## src/rtl/spim_pkg.sv

```systemverilog
package spim_pkg;

    // Register word addresses; software layout of the block
    typedef enum logic [2:0] {
        ADDR_CTRL  = 3'd0,
        ADDR_COUNT = 3'd1,
        ADDR_DIV   = 3'd2,
        ADDR_EN    = 3'd3,
        ADDR_SEL   = 3'd4,
        ADDR_STAT  = 3'd5,
        ADDR_TXD   = 3'd6,
        ADDR_RXD   = 3'd7
    } spim_addr_e;

    typedef enum logic [1:0] {
        ST_IDLE,
        ST_WAIT,
        ST_SHIFT,
        ST_DONE
    } spim_state_e;

    // Packed so that wide is bit 0, cpol bit 1, cpha bit 2
    typedef struct packed {
        logic cpha;
        logic cpol;
        logic wide;
    } spim_cfg_t;

endpackage

```

## src/rtl/spim_fifo.sv

```systemverilog
module spim_fifo #(
    parameter int W     = 16,
    parameter int DEPTH = 32
) (
    input  logic         clk,
    input  logic         rst_n,
    input  logic         clear,
    input  logic         push,
    input  logic [W-1:0] push_data,
    input  logic         pop,
    output logic [W-1:0] head,
    output logic         full,
    output logic         empty
);
    localparam int AW = (DEPTH > 1) ? $clog2(DEPTH) : 1;
    localparam int CW = $clog2(DEPTH + 1);

    logic [W-1:0]  mem [DEPTH];
    logic [AW-1:0] wptr, rptr;
    logic [CW-1:0] cnt;
    logic          do_push, do_pop;

    function automatic logic [AW-1:0] bump(input logic [AW-1:0] p);
        return (p == AW'(DEPTH - 1)) ? '0 : p + 1'b1;
    endfunction

    assign full    = (cnt == CW'(DEPTH));
    assign empty   = (cnt == '0);
    assign do_push = push && !full;
    assign do_pop  = pop && !empty;
    assign head    = mem[rptr];

    always_ff @(posedge clk) begin
        if (do_push) begin
            mem[wptr] <= push_data;
        end
    end

    always_ff @(posedge clk or negedge rst_n) begin
        if (!rst_n) begin
            wptr <= '0;
            rptr <= '0;
            cnt  <= '0;
        end else if (clear) begin
            wptr <= '0;
            rptr <= '0;
            cnt  <= '0;
        end else begin
            if (do_push) wptr <= bump(wptr);
            if (do_pop)  rptr <= bump(rptr);
            if (do_push && !do_pop)      cnt <= cnt + 1'b1;
            else if (do_pop && !do_push) cnt <= cnt - 1'b1;
        end
    end

endmodule

```

## src/rtl/spim_engine.sv

```systemverilog
module spim_engine
    import spim_pkg::*;
#(
    parameter int FRAME_W = 16,
    parameter int CNT_W   = 16,
    parameter int HALF_W  = 15
) (
    input  logic               clk,
    input  logic               rst_n,
    input  logic               enable,
    input  spim_cfg_t          cfg,
    input  logic [CNT_W-1:0]   frames_m1,
    input  logic [HALF_W-1:0]  half,
    input  logic               tx_avail,
    input  logic [FRAME_W-1:0] tx_data,
    input  logic               rx_space,
    input  logic               miso,
    output logic               tx_pop,
    output logic               rx_push,
    output logic [FRAME_W-1:0] rx_data,
    output logic               busy,
    output logic               sclk,
    output logic               mosi
);
    localparam int NARROW = FRAME_W / 2;
    localparam int EC_W   = $clog2(2 * FRAME_W);

    spim_state_e        state, state_nx;
    logic [HALF_W-1:0]  hcnt;
    logic [EC_W-1:0]    edge_cnt;
    logic [CNT_W-1:0]   fcnt;
    logic [FRAME_W-1:0] tx_sh, rx_sh, nxt_rx;
    logic               phase;
    logic               load_ok, edge_now, last_edge, sample_now, shift_now, final_frame;

    assign load_ok     = (state == ST_WAIT) && enable && tx_avail && rx_space;
    assign edge_now    = (state == ST_SHIFT) && enable && (hcnt == half - 1'b1);
    assign last_edge   = (edge_cnt == (cfg.wide ? EC_W'(2 * FRAME_W - 1) : EC_W'(2 * NARROW - 1)));
    assign final_frame = (fcnt == frames_m1);
    // phase 0 -> 1 is the leading edge of a bit
    assign sample_now  = edge_now && (cfg.cpha ? phase : !phase);
    assign shift_now   = edge_now && (cfg.cpha ? (!phase && edge_cnt != '0) : phase);
    assign nxt_rx      = sample_now ? {rx_sh[FRAME_W-2:0], miso} : rx_sh;

    // State register
    always_ff @(posedge clk or negedge rst_n) begin
        if (!rst_n) state <= ST_IDLE;
        else        state <= state_nx;
    end

    always_comb begin
        state_nx = state;
        unique case (state)
            ST_IDLE:  if (enable) state_nx = ST_WAIT;               // start
            ST_WAIT:  if (load_ok) state_nx = ST_SHIFT;             // load
            ST_SHIFT: if (edge_now && last_edge)
                          state_nx = final_frame ? ST_DONE : ST_WAIT; // finish / next
            ST_DONE:  state_nx = ST_DONE;
        endcase
        if (!enable) state_nx = ST_IDLE;                            // abort
    end

    // Shift datapath and counters
    always_ff @(posedge clk or negedge rst_n) begin
        if (!rst_n) begin
            hcnt     <= '0;
            edge_cnt <= '0;
            fcnt     <= '0;
            tx_sh    <= '0;
            rx_sh    <= '0;
            phase    <= 1'b0;
        end else if (!enable || state == ST_IDLE) begin
            hcnt     <= '0;
            edge_cnt <= '0;
            fcnt     <= '0;
            phase    <= 1'b0;
        end else if (load_ok) begin
            tx_sh    <= cfg.wide ? tx_data : {tx_data[NARROW-1:0], {NARROW{1'b0}}};
            rx_sh    <= '0;
            hcnt     <= '0;
            edge_cnt <= '0;
        end else if (state == ST_SHIFT) begin
            if (edge_now) begin
                hcnt  <= '0;
                phase <= !phase;
                rx_sh <= nxt_rx;
                if (shift_now) tx_sh <= {tx_sh[FRAME_W-2:0], 1'b0};
                if (last_edge) begin
                    edge_cnt <= '0;
                    fcnt     <= fcnt + 1'b1;
                end else begin
                    edge_cnt <= edge_cnt + 1'b1;
                end
            end else begin
                hcnt <= hcnt + 1'b1;
            end
        end
    end

    // Outputs
    always_comb begin
        busy    = (state == ST_WAIT) || (state == ST_SHIFT);
        sclk    = cfg.cpol ^ phase;
        mosi    = tx_sh[FRAME_W-1];
        tx_pop  = load_ok;
        rx_push = edge_now && last_edge;
        rx_data = cfg.wide ? nxt_rx : {{NARROW{1'b0}}, nxt_rx[NARROW-1:0]};
    end

endmodule

```

## src/rtl/spim_core.sv

```systemverilog
module spim_core
    import spim_pkg::*;
#(
    parameter int NSEL       = 4,
    parameter int FIFO_DEPTH = 32
) (
    input  logic            clk,
    input  logic            rst_n,
    input  logic            bus_wr,
    input  logic            bus_rd,
    input  logic [2:0]      bus_addr,
    input  logic [31:0]     bus_wdata,
    output logic [31:0]     bus_rdata,
    output logic            sclk,
    output logic            mosi,
    input  logic            miso,
    output logic [NSEL-1:0] cs_n
);
    localparam int BUS_W   = 32;
    localparam int FRAME_W = 16;
    localparam int CNT_W   = 16;
    localparam int DIV_W   = 16;
    localparam int HALF_W  = DIV_W - 1;

    spim_cfg_t          cfg_q;
    logic [CNT_W-1:0]   count_q;
    logic [DIV_W-1:0]   div_q, div_even;
    logic [HALF_W-1:0]  half;
    logic               en_q;
    logic [NSEL-1:0]    sel_q;
    spim_addr_e         addr;

    logic               tx_push, tx_pop, tx_full, tx_empty;
    logic               rx_push, rx_pop, rx_full, rx_empty;
    logic [FRAME_W-1:0] tx_head, rx_head, rx_word;
    logic               eng_busy;
    logic               sel_ok;

    assign addr     = spim_addr_e'(bus_addr);
    assign div_even = {div_q[DIV_W-1:1], 1'b0};
    assign half     = (div_even == '0) ? HALF_W'(1) : div_even[DIV_W-1:1];
    assign sel_ok   = $onehot0(bus_wdata[NSEL-1:0]) && ((bus_wdata >> NSEL) == '0);
    assign tx_push  = bus_wr && en_q && (addr == ADDR_TXD);
    assign rx_pop   = bus_rd && (addr == ADDR_RXD);
    assign cs_n     = ~sel_q;

    always_ff @(posedge clk or negedge rst_n) begin
        if (!rst_n) begin
            cfg_q   <= '0;
            count_q <= '0;
            div_q   <= '0;
            en_q    <= 1'b0;
            sel_q   <= '0;
        end else if (bus_wr) begin
            unique case (addr)
                ADDR_CTRL:  if (!en_q) cfg_q   <= spim_cfg_t'(bus_wdata[2:0]);
                ADDR_COUNT: if (!en_q) count_q <= bus_wdata[CNT_W-1:0];
                ADDR_DIV:   if (!en_q) div_q   <= bus_wdata[DIV_W-1:0];
                ADDR_EN:    en_q <= bus_wdata[0];
                ADDR_SEL:   if (sel_ok) sel_q <= bus_wdata[NSEL-1:0];
                ADDR_STAT, ADDR_TXD, ADDR_RXD: ;
            endcase
        end
    end

    always_comb begin
        unique case (addr)
            ADDR_CTRL:  bus_rdata = {{(BUS_W-3){1'b0}}, cfg_q};
            ADDR_COUNT: bus_rdata = {{(BUS_W-CNT_W){1'b0}}, count_q};
            ADDR_DIV:   bus_rdata = {{(BUS_W-DIV_W){1'b0}}, div_q};
            ADDR_EN:    bus_rdata = {{(BUS_W-1){1'b0}}, en_q};
            ADDR_SEL:   bus_rdata = {{(BUS_W-NSEL){1'b0}}, sel_q};
            ADDR_STAT:  bus_rdata = {{(BUS_W-3){1'b0}}, rx_empty, tx_full, eng_busy};
            ADDR_TXD:   bus_rdata = '0;
            ADDR_RXD:   bus_rdata = rx_empty ? '0 : {{(BUS_W-FRAME_W){1'b0}}, rx_head};
        endcase
    end

    spim_fifo #(.W(FRAME_W), .DEPTH(FIFO_DEPTH)) u_txq (
        .clk(clk), .rst_n(rst_n), .clear(!en_q),
        .push(tx_push), .push_data(bus_wdata[FRAME_W-1:0]),
        .pop(tx_pop), .head(tx_head), .full(tx_full), .empty(tx_empty)
    );

    spim_fifo #(.W(FRAME_W), .DEPTH(FIFO_DEPTH)) u_rxq (
        .clk(clk), .rst_n(rst_n), .clear(!en_q),
        .push(rx_push), .push_data(rx_word),
        .pop(rx_pop), .head(rx_head), .full(rx_full), .empty(rx_empty)
    );

    spim_engine #(.FRAME_W(FRAME_W), .CNT_W(CNT_W), .HALF_W(HALF_W)) u_eng (
        .clk(clk), .rst_n(rst_n), .enable(en_q), .cfg(cfg_q),
        .frames_m1(count_q), .half(half),
        .tx_avail(!tx_empty), .tx_data(tx_head), .rx_space(!rx_full),
        .miso(miso), .tx_pop(tx_pop), .rx_push(rx_push), .rx_data(rx_word),
        .busy(eng_busy), .sclk(sclk), .mosi(mosi)
    );

endmodule

```

## config.mk

```make
export PLATFORM = sky130hd
export DESIGN_NAME = spim_core
export DESIGN_NICKNAME = d
export VERILOG_FILES = /design/src/rtl/spim_pkg.sv /design/src/rtl/spim_fifo.sv /design/src/rtl/spim_engine.sv /design/src/rtl/spim_core.sv
export SDC_FILE = /design/constraint.sdc
export NUM_CORES = 1
export LEC_CHECK = 0
export ABC_CLOCK_PERIOD_IN_PS = 6400
export BUFFER_PORTS_ARGS = -buffer_cell sky130_fd_sc_hd__buf_4
export CORE_ASPECT_RATIO = 1.4
export CORE_MARGIN = 3
export CORE_UTILIZATION = 50
export CTS_BUF_LIST = sky130_fd_sc_hd__clkbuf_8
export DETAILED_ROUTE_END_ITERATION = 7
export PLACE_DENSITY = 0.72
export SLEW_MARGIN = 20
export SYNTH_ARGS = -nofsm -noshare
export SYNTH_HDL_FRONTEND = slang
export SYNTH_SLANG_ARGS = --single-unit
```

## constraint.sdc

```tcl
create_clock -name clk -period 6.4 [get_ports clk]
set_input_delay 1.28 -clock clk [delete_from_list [all_inputs] [get_ports clk]]
set_output_delay 1.28 -clock clk [all_outputs]
set_load 0.01 [all_outputs]
```

==> results.json <==
{
  "grt_overflow": 0,
  "synth_edf_count": 1024,
  "startpoint_type": "flip-flop",
  "port_buffers": 61,
  "pre_cts_slack_ns": 0.938,
  "finalCriticalPeriod_ns": 5.74,
  "post_cts_buffers": 0,
  "io_pins": 78,
  "synth_fa_ha_area_share_pct": 1.03,
  "hpwl_um": 76000,
  "drtAntennaViolNets": 0,
  "wl_per_cell_um": 26.3,
  "clkSlewWorstSetupHoldPaths_ns": 0.07,
  "yosys.area.top_type": "edfxtp_1",
  "dieArea_um2": 101000,
  "relSlewSlack_pct": 29.3,
  "synth.most_common_cell": "edfxtp_1",
  "synth_top_flop_cell": "edfxtp_1",
  "yosysUniqueCellTypes": 77,
  "r2r_setup_slack_ns": 0.90,
  "gp_congestion": 0.860,
  "layout_setup_ws_ns": 0.665,
  "clock_skew_ns": 0.0517,
  "drc": 0,
  "cts_made_buffers": 170,
  "finalSetupViolations": 0,
  "placementRows": 134,
  "post_dp_cell_area_um2": 50700,
  "coreArea_um2": 95700,
  "rsz0062_at_grt": "no",
  "pwr_density_cell_nw_per_um2": 281,
  "fmax_ghz": 0.174,
  "cp_max_fo": 38,
  "synth_compound_area_share_pct": 6.30,
  "synth_top_family_by_area": "multiplexers",
  "power.leakage_nw": 16.9,
  "arrival_ns": 4.46,
  "synthArstFlopShare_pct": 12.3,
  "hp-class": "in2async",
  "htreeDepth": 4,
  "p_total_mw": 15.2,
  "ir_drop_mv": 0.222,
  "drt-initial-drc-count": 2497,
  "area_growth_pct": 11.5,
  "finalWirelength_um": 117000,
  "slew_violations": 0,
  "yosys.area.top_type_share_pct": 63.4,
  "antenna_found_initial": 6,
  "nets": 3101,
  "insertion_delay_ns": 0.89,
  "synth_area_um2": 48500,
  "track_usage_pct": 23.2,
  "die_h_um": 374,
  "synth-simple-area-share_pct": 5.08,
  "outcome": "complete, no violations",
  "yosys_warnings": 0,
  "critical_path_class": "reg2out",
  "synthMuxAreaShare_pct": 13.9,
  "die_x_um": 269,
  "drive_above_1_share_pct": 22.0,
  "initial_core_util_pct": 50.6,
  "vias": 27073,
  "cts_resized": 0,
  "cts_tree": "built",
  "fin_area_um2": 54100,
  "postCtsHoldBufs": 0,
  "required_ns": 5.12,
  "fin_tns_setup_ns": 0,
  "grt_pass1_wl_um": 175000,
  "ys_seq_elements": 1167,
  "r2r_start": "div_q[4]",
  "grt_pass1_vias": 27871,
  "fin_crit_sh_pct": 89.6,
  "seq_area_frac_synth_pct": 70.8,
  "syn_avg_cell_area_um2": 17.0,
  "r2r-end": "u_rxq.cnt[5]",
  "synthTopCellsByArea": "edfxtp_1, mux4_2, dfrtp_1",
  "grt_max_degree": 101,
  "worst_pin_slew_ns": 1.03,
  "worstSetupEndpointType": "primary output",
  "cts.sink_count": 1167,
  "cts_root_buf": "clkbuf_8",
  "synth_xor_area_share_pct": 0.903,
  "dr.pass1.iters": 6,
  "cts_buffer_depth": 3,
  "synthCells": 2851,
  "ff2ff_path_depth": 19,
  "vias_per_cell": 6.08,
  "drv_cap": 0,
  "synthTopCellsByCount": "edfxtp_1, mux4_2, mux2i_1, nand2_1, dfrtp_1",
  "hold_viol_final": 0
}
[power breakdown]
part / total (mW) / switching (mW) / internal (mW)
combinational: 0.960 / 0.565 / 0.395
clock: 5.80 / 2.88 / 2.91
sequential: 8.45 / 0.137 / 8.31
[worst max path at each step]
stage                        startpoint           end  slack, ns  cells past startpoint
after floorplan                div_q[7]  u_rxq.cnt[5]       1.70                     22
after global placement         div_q[7]  u_rxq.cnt[5]       0.97                     19
after detailed placement       div_q[4]  u_rxq.cnt[5]       0.94                     19
after CTS                 u_rxq.rptr[1]  bus_rdata[0]       0.65                      8
after global routing           div_q[7]  u_rxq.cnt[5]       0.48                     19
final                     u_rxq.rptr[1]  bus_rdata[0]       0.66                      8
[worst max-delay path, stage by stage, from the launching register on]
cell,delay (ns)
dfrtp_2,0.96
buf_4,0.63
mux4_2,0.40
a22oi_1,0.21
nand2_1,0.07
o21ai_0,0.63
nor2_1,0.08
o32a_1,0.40
buf_4,0.18
[flip-flops by register name (all words and copies together), names as in the netlist]
register	count
u_rxq.mem	512
u_txq.mem	512
count_q	16
div_q	16
u_eng.fcnt	16
u_eng.rx_sh	16
u_eng.tx_sh	16
u_eng.hcnt	15
u_rxq.cnt	6
u_txq.cnt	6
u_eng.edge_cnt	5
u_rxq.rptr	5
u_rxq.wptr	5
u_txq.rptr	5
u_txq.wptr	5
sel_q	4
cfg_q	3
u_eng.state	2
en_q	1
u_eng.phase	1
[metrics by stage]
step / utilization, % / hold WS (ns) / std cells
finish: 56.5 / 0.274 / 4454
global route: 56.5 / 0.240 / 4454
CTS: 56.4 / 0.502 / 4452
detailed placement: 52.9 / 0.485 / 4142
global placement: 52.9 / 0.470 / 4142
floorplan: - / 0.449 / 2866
[area by class of cell]
class,instances,area (um^2)
timing repair buffer,158,1230
tap,1292,1620
antenna,1,2.50
inverter,51,191
multi-input combinational,1475,13400
clock inverter,131,827
clock buffer,179,2460
fill,7266,41700
sequential,1167,34300
[placed cells by master (no fill, tap or decap), types with 18 or more instances in the layout]
cell,count
buf_4,154
nand2_1,153
clkinv_2,29
a22o_1,26
nand3_1,55
o221ai_1,33
mux2i_1,181
nor2_1,97
clkbuf_8,179
ha_1,35
inv_1,99
nor3_1,18
o21ai_0,115
a221oi_1,34
nor2b_1,24
edfxtp_1,1024
a21oi_1,61
xnor2_1,21
xor2_1,29
clkinv_1,33
mux4_2,184
dfrtp_1,135
a22oi_1,45
mux2_2,70
o22ai_1,25
[cells by family (layout without fill, tap and decap cells)]
kind of cell / Yosys count / in the layout
adder cells (fa/ha/maj): 38 / 38
AND/OR/NAND/NOR: 494 / 494
buffers and inverters: 224 / 519
other: 1 / 17
multiplexers: 436 / 436
XOR/XNOR: 50 / 50
flip-flops: 1167 / 1167
AO/OA/AOI/OAI: 441 / 441
[metal layers]
layer,global-route usage (%),up-vias,routed length (um)
met1,27.3,13973,42700
met4,10.0,6,4450
met2,41.7,1118,62700
met3,4.16,250,7080
li1,-,11726,-
met5,0,-,41
(Power assumes the default switching activity.)
